$ cat src/rtl/bct_pkg.sv
package bct_pkg;

  localparam int NUM_PAIRS = 3;
  localparam int PAIR_A    = 0;
  localparam int PAIR_B    = 1;
  localparam int PAIR_E    = 2;

  // register codes on the write and read selects
  localparam logic [2:0] SEL_CTRL     = 3'd0;
  localparam logic [2:0] SEL_CMP_BASE = 3'd1;
  localparam logic [2:0] SEL_BUF_BASE = 3'd4;
  localparam logic [2:0] SEL_CNT      = 3'd7;

  // strobes from control to datapath
  typedef struct packed {
    logic                 cntInc;
    logic                 cntClr;
    logic [NUM_PAIRS-1:0] xfer;
  } strobes_t;

endpackage

$ cat src/rtl/bct_ctrl.sv
module bct_ctrl
  import bct_pkg::*;
#(
  parameter bit PRIMARY = 1'b1
) (
  input  logic                 clk,
  input  logic                 rstN,
  input  logic                 cntEn,
  input  logic                 pwmMode,
  input  logic [NUM_PAIRS-1:0] bufEn,
  input  logic [NUM_PAIRS-1:0] eq,
  input  logic                 wrEn,
  input  logic [2:0]           wrSel,
  input  logic [7:0]           wrByte,
  output strobes_t             strb,
  output logic [7:0]           tselVal,
  output logic [NUM_PAIRS-1:0] matchFlags,
  output logic                 pwmOut
);

  localparam logic [7:0] TSEL_MASK = PRIMARY ? 8'h07 : 8'h03;

  logic [7:0]           tselQ;
  logic [NUM_PAIRS-1:0] ev;
  logic [NUM_PAIRS-1:0] xferV;
  logic                 clrEv;

  assign ev    = eq & {NUM_PAIRS{cntEn}};
  assign clrEv = ev[PAIR_A];

  always_ff @(posedge clk) begin
    if (!rstN) begin
      tselQ <= '0;
    end else if (wrEn && (wrSel == SEL_CTRL)) begin
      tselQ <= wrByte & TSEL_MASK;
    end
  end

  for (genvar p = 0; p < NUM_PAIRS; p++) begin : g_xfer
    if ((p < PAIR_E) || PRIMARY) begin : g_on
      assign xferV[p] = pwmMode & bufEn[p] & (tselQ[p] ? clrEv : ev[p]);
    end else begin : g_off
      assign xferV[p] = 1'b0;
    end
  end

  always_comb begin
    strb.cntInc = cntEn;
    strb.cntClr = clrEv;
    strb.xfer   = xferV;
  end

  always_ff @(posedge clk) begin
    if (!rstN) begin
      matchFlags <= '0;
      pwmOut     <= 1'b0;
    end else begin
      matchFlags <= ev;
      if (ev[PAIR_B]) begin
        pwmOut <= 1'b0;
      end else if (clrEv) begin
        pwmOut <= 1'b1;
      end
    end
  end

  assign tselVal = tselQ;

endmodule

$ cat src/rtl/bct_datapath.sv
module bct_datapath
  import bct_pkg::*;
#(
  parameter int CNT_W   = 16,
  parameter bit PRIMARY = 1'b1
) (
  input  logic                 clk,
  input  logic                 rstN,
  input  strobes_t             strb,
  input  logic                 wrEn,
  input  logic [2:0]           wrSel,
  input  logic [CNT_W-1:0]     wrData,
  input  logic [2:0]           rdSel,
  input  logic [7:0]           tselVal,
  output logic [CNT_W-1:0]     rdData,
  output logic [CNT_W-1:0]     count,
  output logic [NUM_PAIRS-1:0] eq
);

  logic [CNT_W-1:0]                    cntQ;
  logic [NUM_PAIRS-1:0][CNT_W-1:0]     cmpVec;
  logic [NUM_PAIRS-1:0][CNT_W-1:0]     bufVec;

  always_ff @(posedge clk) begin
    if (!rstN) begin
      cntQ <= '0;
    end else if (strb.cntClr) begin
      cntQ <= '0;
    end else if (strb.cntInc) begin
      cntQ <= cntQ + 1'b1;
    end
  end

  for (genvar p = 0; p < NUM_PAIRS; p++) begin : g_pair
    localparam logic [2:0] CMP_CODE = 3'(int'(SEL_CMP_BASE) + p);
    localparam logic [2:0] BUF_CODE = 3'(int'(SEL_BUF_BASE) + p);
    if ((p < PAIR_E) || PRIMARY) begin : g_live
      logic [CNT_W-1:0] cmpQ;
      logic [CNT_W-1:0] bufQ;
      always_ff @(posedge clk) begin
        if (!rstN) begin
          cmpQ <= '0;
          bufQ <= '0;
        end else begin
          // buffered copy takes priority over a direct write
          if (strb.xfer[p]) begin
            cmpQ <= bufQ;
          end else if (wrEn && (wrSel == CMP_CODE)) begin
            cmpQ <= wrData;
          end
          if (wrEn && (wrSel == BUF_CODE)) begin
            bufQ <= wrData;
          end
        end
      end
      assign cmpVec[p] = cmpQ;
      assign bufVec[p] = bufQ;
      assign eq[p]     = (cntQ == cmpQ);
    end else begin : g_absent
      assign cmpVec[p] = '0;
      assign bufVec[p] = '0;
      assign eq[p]     = 1'b0;
    end
  end

  always_comb begin
    rdData = '0;
    if (rdSel == SEL_CTRL) begin
      rdData = CNT_W'(tselVal);
    end else if (rdSel == SEL_CNT) begin
      rdData = cntQ;
    end else begin
      for (int p = 0; p < NUM_PAIRS; p++) begin
        if (rdSel == 3'(int'(SEL_CMP_BASE) + p)) rdData = cmpVec[p];
        if (rdSel == 3'(int'(SEL_BUF_BASE) + p)) rdData = bufVec[p];
      end
    end
  end

  assign count = cntQ;

endmodule

$ cat src/rtl/bufcmp_timer_chan.sv
module bufcmp_timer_chan
  import bct_pkg::*;
#(
  parameter int CNT_W   = 16,
  parameter bit PRIMARY = 1'b1
) (
  input  logic             clk,
  input  logic             rstN,
  input  logic             cntEn,
  input  logic             pwmMode,
  input  logic [2:0]       bufEn,
  input  logic             wrEn,
  input  logic [2:0]       wrSel,
  input  logic [CNT_W-1:0] wrData,
  input  logic [2:0]       rdSel,
  output logic [CNT_W-1:0] rdData,
  output logic [CNT_W-1:0] count,
  output logic             matchA,
  output logic             matchB,
  output logic             matchE,
  output logic             pwmOut
);

  strobes_t             strb;
  logic [NUM_PAIRS-1:0] eq;
  logic [NUM_PAIRS-1:0] flags;
  logic [7:0]           tselVal;

  bct_ctrl #(.PRIMARY(PRIMARY)) u_ctrl (
    .clk        (clk),
    .rstN       (rstN),
    .cntEn      (cntEn),
    .pwmMode    (pwmMode),
    .bufEn      (bufEn),
    .eq         (eq),
    .wrEn       (wrEn),
    .wrSel      (wrSel),
    .wrByte     (wrData[7:0]),
    .strb       (strb),
    .tselVal    (tselVal),
    .matchFlags (flags),
    .pwmOut     (pwmOut)
  );

  bct_datapath #(.CNT_W(CNT_W), .PRIMARY(PRIMARY)) u_dp (
    .clk     (clk),
    .rstN    (rstN),
    .strb    (strb),
    .wrEn    (wrEn),
    .wrSel   (wrSel),
    .wrData  (wrData),
    .rdSel   (rdSel),
    .tselVal (tselVal),
    .rdData  (rdData),
    .count   (count),
    .eq      (eq)
  );

  assign matchA = flags[PAIR_A];
  assign matchB = flags[PAIR_B];
  assign matchE = flags[PAIR_E];

endmodule

$ cat config.mk
export PLATFORM = sky130hd
export DESIGN_NAME = bufcmp_timer_chan
export DESIGN_NICKNAME = d
export VERILOG_FILES = /design/src/rtl/bct_pkg.sv /design/src/rtl/bct_ctrl.sv /design/src/rtl/bct_datapath.sv /design/src/rtl/bufcmp_timer_chan.sv
export SDC_FILE = /design/constraint.sdc
export NUM_CORES = 1
export LEC_CHECK = 0
export ABC_CLOCK_PERIOD_IN_PS = 2750
export BUFFER_PORTS_ARGS = -buffer_cell sky130_fd_sc_hd__buf_2
export CORE_MARGIN = 2
export CORE_UTILIZATION = 45
export DETAILED_ROUTE_END_ITERATION = 10
export GPL_ROUTABILITY_DRIVEN = 0
export SYNTH_ARGS = -nofsm -noshare
export SYNTH_HDL_FRONTEND = slang
export SYNTH_SLANG_ARGS = --single-unit
$ cat constraint.sdc
create_clock -name clk -period 2.75 [get_ports clk]
set_clock_uncertainty 0.05 [all_clocks]
set_input_delay 0.55 -clock clk [delete_from_list [all_inputs] [get_ports clk]]
set_output_delay 0.55 -clock clk [all_outputs]
set_load 0.02 [all_outputs]
==> reports/summary.json <==
{
  "outcome": {"value": "complete, no violations"},
  "worstSetupPathType": {"value": "in2out"},
  "core.rowCount": {"value": 44},
  "antenna-diode-count": {"value": 0},
  "final_max_slew_viol_count": {"value": 0},
  "max_cap_viol_count": {"value": 0},
  "drc": {"value": 0},
  "synthesis.area": {"value": 6700, "unit": "sq um"},
  "grt_setup_unrepaired": {"value": "yes"},
  "route.detailed.vias_per_inst": {"value": 5.98},
  "cpMostUsedCell": {"value": "sky130_fd_sc_hd__buf_2"},
  "initial_core_util": {"value": 0.461},
  "synth_area_per_cell": {"value": 8.21, "unit": "sq um"},
  "nets": {"value": 898},
  "worst-slew-pin-transition": {"value": 0.724, "unit": "ns"},
  "synth.largest_area_cell": {"value": "sky130_fd_sc_hd__dfxtp_1"},
  "multiInputGateArea": {"value": 4050, "unit": "sq um"},
  "switchingPower": {"value": 0.00128, "unit": "W"},
  "path_cells": {"value": "buf_2, buf_8, nor2b_2, buf_12, a221oi_1, a31oi_1, a221oi_2, nor3_2, buf_2"},
  "clk_path_buf_depth": {"value": 2},
  "worstSetupStartpointType": {"value": "primary input"},
  "routed_wire_length_per_instance": {"value": 20.6, "unit": "um"},
  "netlist.area_leader.share": {"value": 0.356},
  "mappedNetlistNets": {"value": 847},
  "clock_edge_transition_at_the_registers_on_the_reported_setup_and_hold_paths": {"value": 0.06, "unit": "ns"},
  "post_synth_num_cell_types": {"value": 51},
  "postLayoutCoreUtil": {"value": 0.549},
  "grt_usage": {"value": 0.278},
  "ir_drop": {"value": 0.439, "unit": "mV"},
  "final_common_cell": {"value": "sky130_fd_sc_hd__nand2_1"},
  "critical_path.slowest_cell": {"value": "sky130_fd_sc_hd__a221oi_1"},
  "clock_insertion_delay_worst_skew": {"value": 0.43, "unit": "ns"},
  "total_routed_length": {"value": 21900, "unit": "um"},
  "critPathBufInv": {"value": 4},
  "dp_slack": {"value": -0.218, "unit": "ns"},
  "setup_viol": {"value": 0},
  "setup.worst_path.start": {"value": "rdSel[2]"},
  "min-delay-path-class": {"value": "in2reg"},
  "power_frac_seq": {"value": 0.390},
  "firstDrtPassIters": {"value": 5},
  "die_height": {"value": 126, "unit": "um"},
  "cts_inserted_buffers": {"value": 17},
  "detail-route-antenna-nets": {"value": 0},
  "leakagePower": {"value": 2.99, "unit": "nW"},
  "worstReg2RegStart": {"value": "u_dp.count[4]"},
  "synth-edff-count": {"value": 0},
  "synthesis.instances": {"value": 816},
  "io_buffers": {"value": 65},
  "grt_first_pass_wirelength": {"value": 34200, "unit": "um"},
  "die_area": {"value": 15900, "unit": "sq um"},
  "core_region_area": {"value": 14500, "unit": "sq um"},
  "period_minus_slack": {"value": 2.69, "unit": "ns"},
  "timing.final.ws_setup": {"value": 0.0561, "unit": "ns"},
  "io-pin-count": {"value": 66},
  "synth.top_cells.by_area": {"value": "sky130_fd_sc_hd__dfxtp_1 36%, sky130_fd_sc_hd__nand2_1 11%, sky130_fd_sc_hd__mux2i_1 7.8%"},
  "area.growth.synth_to_final": {"value": 19.0, "unit": "%"},
  "path_max_fanout": {"value": 24},
  "cell_internal_pwr": {"value": 0.00342, "unit": "W"},
  "worst_ep_required_time": {"value": 2.15, "unit": "ns"},
  "detailedRoute.firstIterationViolations": {"value": 661},
  "final_layout_size_suffix_gt1_frac": {"value": 0.224},
  "power.share.combinational": {"value": 0.135},
  "antenna_found_initial": {"value": 0},
  "timing.hold.worst.start": {"value": "wrData[4]"},
  "tritoncts": {"value": "done"},
  "critical_path.endpoint_type": {"value": "primary output"},
  "cts_root_buffer": {"value": "sky130_fd_sc_hd__clkbuf_16"},
  "seqCellArea": {"value": 2380, "unit": "sq um"},
  "place_hpwl": {"value": 15800, "unit": "um"},
  "power_density": {"value": 589, "unit": "nW/um^2"},
  "synth.yosys.warnings": {"value": 0},
  "fp.dieW": {"value": 126, "unit": "um"},
  "cts_repair_resize_count": {"value": 7},
  "synth-seq-cells": {"value": 119},
  "p_sw_frac": {"value": 0.272},
  "globalRoute.totalOverflow": {"value": 0},
  "synth.yosys.seq_area_share": {"value": 0.356},
  "synth_async_sr_flop_share": {"value": 0},
  "mostFrequentLayoutCells": {"value": "191 x sky130_fd_sc_hd__nand2_1, 119 x sky130_fd_sc_hd__dfxtp_1, 65 x sky130_fd_sc_hd__buf_2"},
  "power_frac_clock": {"value": 0.475},
  "largest_net_degree_at_the_start_of_global_routing": {"value": 38},
  "clock.fmax": {"value": 371, "unit": "MHz"},
  "grt_pass1_vias": {"value": 5920},
  "delay_heaviest_family_cp": {"value": "compound AO/OA/AOI/OAI gates"},
  "final_hold_viol_count": {"value": 0},
  "synth_top_flop_cell": {"value": "sky130_fd_sc_hd__dfxtp_1"},
  "htree_levels": {"value": 4},
  "tritoncts_num_sinks": {"value": 119},
  "worst_path_largest_cell_delay": {"value": 0.31, "unit": "ns"},
  "period_share": {"value": 0.980},
  "critPathArrivalTime": {"value": 2.09, "unit": "ns"},
  "slew_headroom": {"value": 0.517},
  "vias": {"value": 6358},
  "fillers": {"value": 1379},
  "postCtsSetupBuffers": {"value": 0},
  "holdBufCountCts": {"value": 0}
}
==> logic make-up (layout without fill, tap and decap cells) <==
| logic type | after synthesis | count (layout) | synth area share |
|---|---|---|---|
| buffers and inverters | 80 | 144 | 0.0624 |
| AOI/OAI and AO/OA | 152 | 152 | 0.155 |
| xor gates and xnor gates | 59 | 59 | 0.0771 |
| muxes | 75 | 75 | 0.120 |
| adders and majority gates | 1 | 1 | 0.00187 |
| DFF | 119 | 119 | 0.356 |
| and+or+nand+nor | 330 | 330 | 0.228 |
==> worst register-to-register path, cell delays in order, from the launching register on <==
cell	delay (ns)
sky130_fd_sc_hd__dfxtp_1	0.61
sky130_fd_sc_hd__xor2_1	0.16
sky130_fd_sc_hd__nor4_2	0.37
sky130_fd_sc_hd__nand4_4	0.26
sky130_fd_sc_hd__o32ai_4	0.37
sky130_fd_sc_hd__buf_12	0.22
sky130_fd_sc_hd__mux2i_1	0.22
==> path summary, 6_finish.rpt <==
path / end / slack (ns) / cells past startpoint
max: rdData[8] / 0.06 / 9
min: u_dp.g_pair[0].g_live.bufQ[4] / 0.39 / 3
max reg2reg: u_dp.g_pair[2].g_live.cmpQ[0] / 0.42 / 6
min reg2reg: u_dp.g_pair[1].g_live.bufQ[4] / 0.42 / 2
==> layer usage <==
layer	GRT usage	up-vias	share of wire
met5	0	-	0
li1	-	2974	-
met1	0.399	3009	0.46
met4	0.123	0	0.035
met3	0.0569	54	0.087
met2	0.401	321	0.42
==> power groups by stage <==
stage / Combinational [W] / Sequential, W / Clock (W)
finish: 0.000634 / 0.00183 / 0.00223
global route: 0.000676 / 0.00183 / 0.00233
CTS: 0.000615 / 0.00183 / 0.00224
detailed placement: 0.000607 / 0.00186 / 0
global placement: 0.000599 / 0.00186 / 0
floorplan: 0.000404 / 0.00185 / 0
==> synth_stat cells (3+ instances only) <==
master and instances:
sky130_fd_sc_hd__buf_2 4, sky130_fd_sc_hd__nor2_1 38, sky130_fd_sc_hd__o211ai_1 32, sky130_fd_sc_hd__xor2_1 30
sky130_fd_sc_hd__inv_1 6, sky130_fd_sc_hd__nand2_1 191, sky130_fd_sc_hd__dfxtp_1 119, sky130_fd_sc_hd__xnor2_1 29
sky130_fd_sc_hd__nor4_2 3, sky130_fd_sc_hd__nor3b_1 3, sky130_fd_sc_hd__a21oi_1 54, sky130_fd_sc_hd__mux2_2 21
sky130_fd_sc_hd__a31oi_1 11, sky130_fd_sc_hd__clkbuf_1 56, sky130_fd_sc_hd__o21ai_0 15, sky130_fd_sc_hd__nand2b_1 20
sky130_fd_sc_hd__o221ai_1 3, sky130_fd_sc_hd__a221oi_1 27, sky130_fd_sc_hd__nand4_1 11, sky130_fd_sc_hd__or3_1 19
sky130_fd_sc_hd__nand3_1 8, sky130_fd_sc_hd__buf_6 5, sky130_fd_sc_hd__mux2i_1 52, sky130_fd_sc_hd__nor4_1 4
sky130_fd_sc_hd__clkbuf_8 4, sky130_fd_sc_hd__nor3_1 18, sky130_fd_sc_hd__a22oi_1 3
==> flip-flops by register name, indices dropped and copies added (netlist names) <==
name	flops
u_ctrl.tselVal	3
u_dp.g_pair.g_live.bufQ	48
u_dp.count	16
u_ctrl.pwmOut	1
u_ctrl.matchFlags	3
u_dp.g_pair.g_live.cmpQ	48
==> cell type report <==
cell class,instances,share of cell area
inverter,7,0.00330
clock inverter,10,0.0152
sequential,119,0.299
timing repair buffer,105,0.0866
clock buffer,22,0.0595
tap,184,0.0289
multi-input combinational,617,0.508
==> per-stage QoR <==
| stage | total power (W) | instance area, sq um | hold slack [ns] | cells | setup TNS (ns) |
|---|---|---|---|---|---|
| floorplan | 0.00226 | 6750 | 0.396 | 816 | 0 |
| global placement | 0.00246 | 7280 | 0.409 | 1032 | -1.23 |
| detailed placement | 0.00247 | 7280 | 0.417 | 1032 | -1.71 |
| CTS | 0.00468 | 7920 | 0.374 | 1064 | -0.00183 |
| global route | 0.00484 | 7970 | 0.393 | 1064 | -0.0702 |
| finish | 0.00469 | 7970 | 0.385 | 1064 | 0 |
Note: power is estimated with default switching activity, not from simulation.
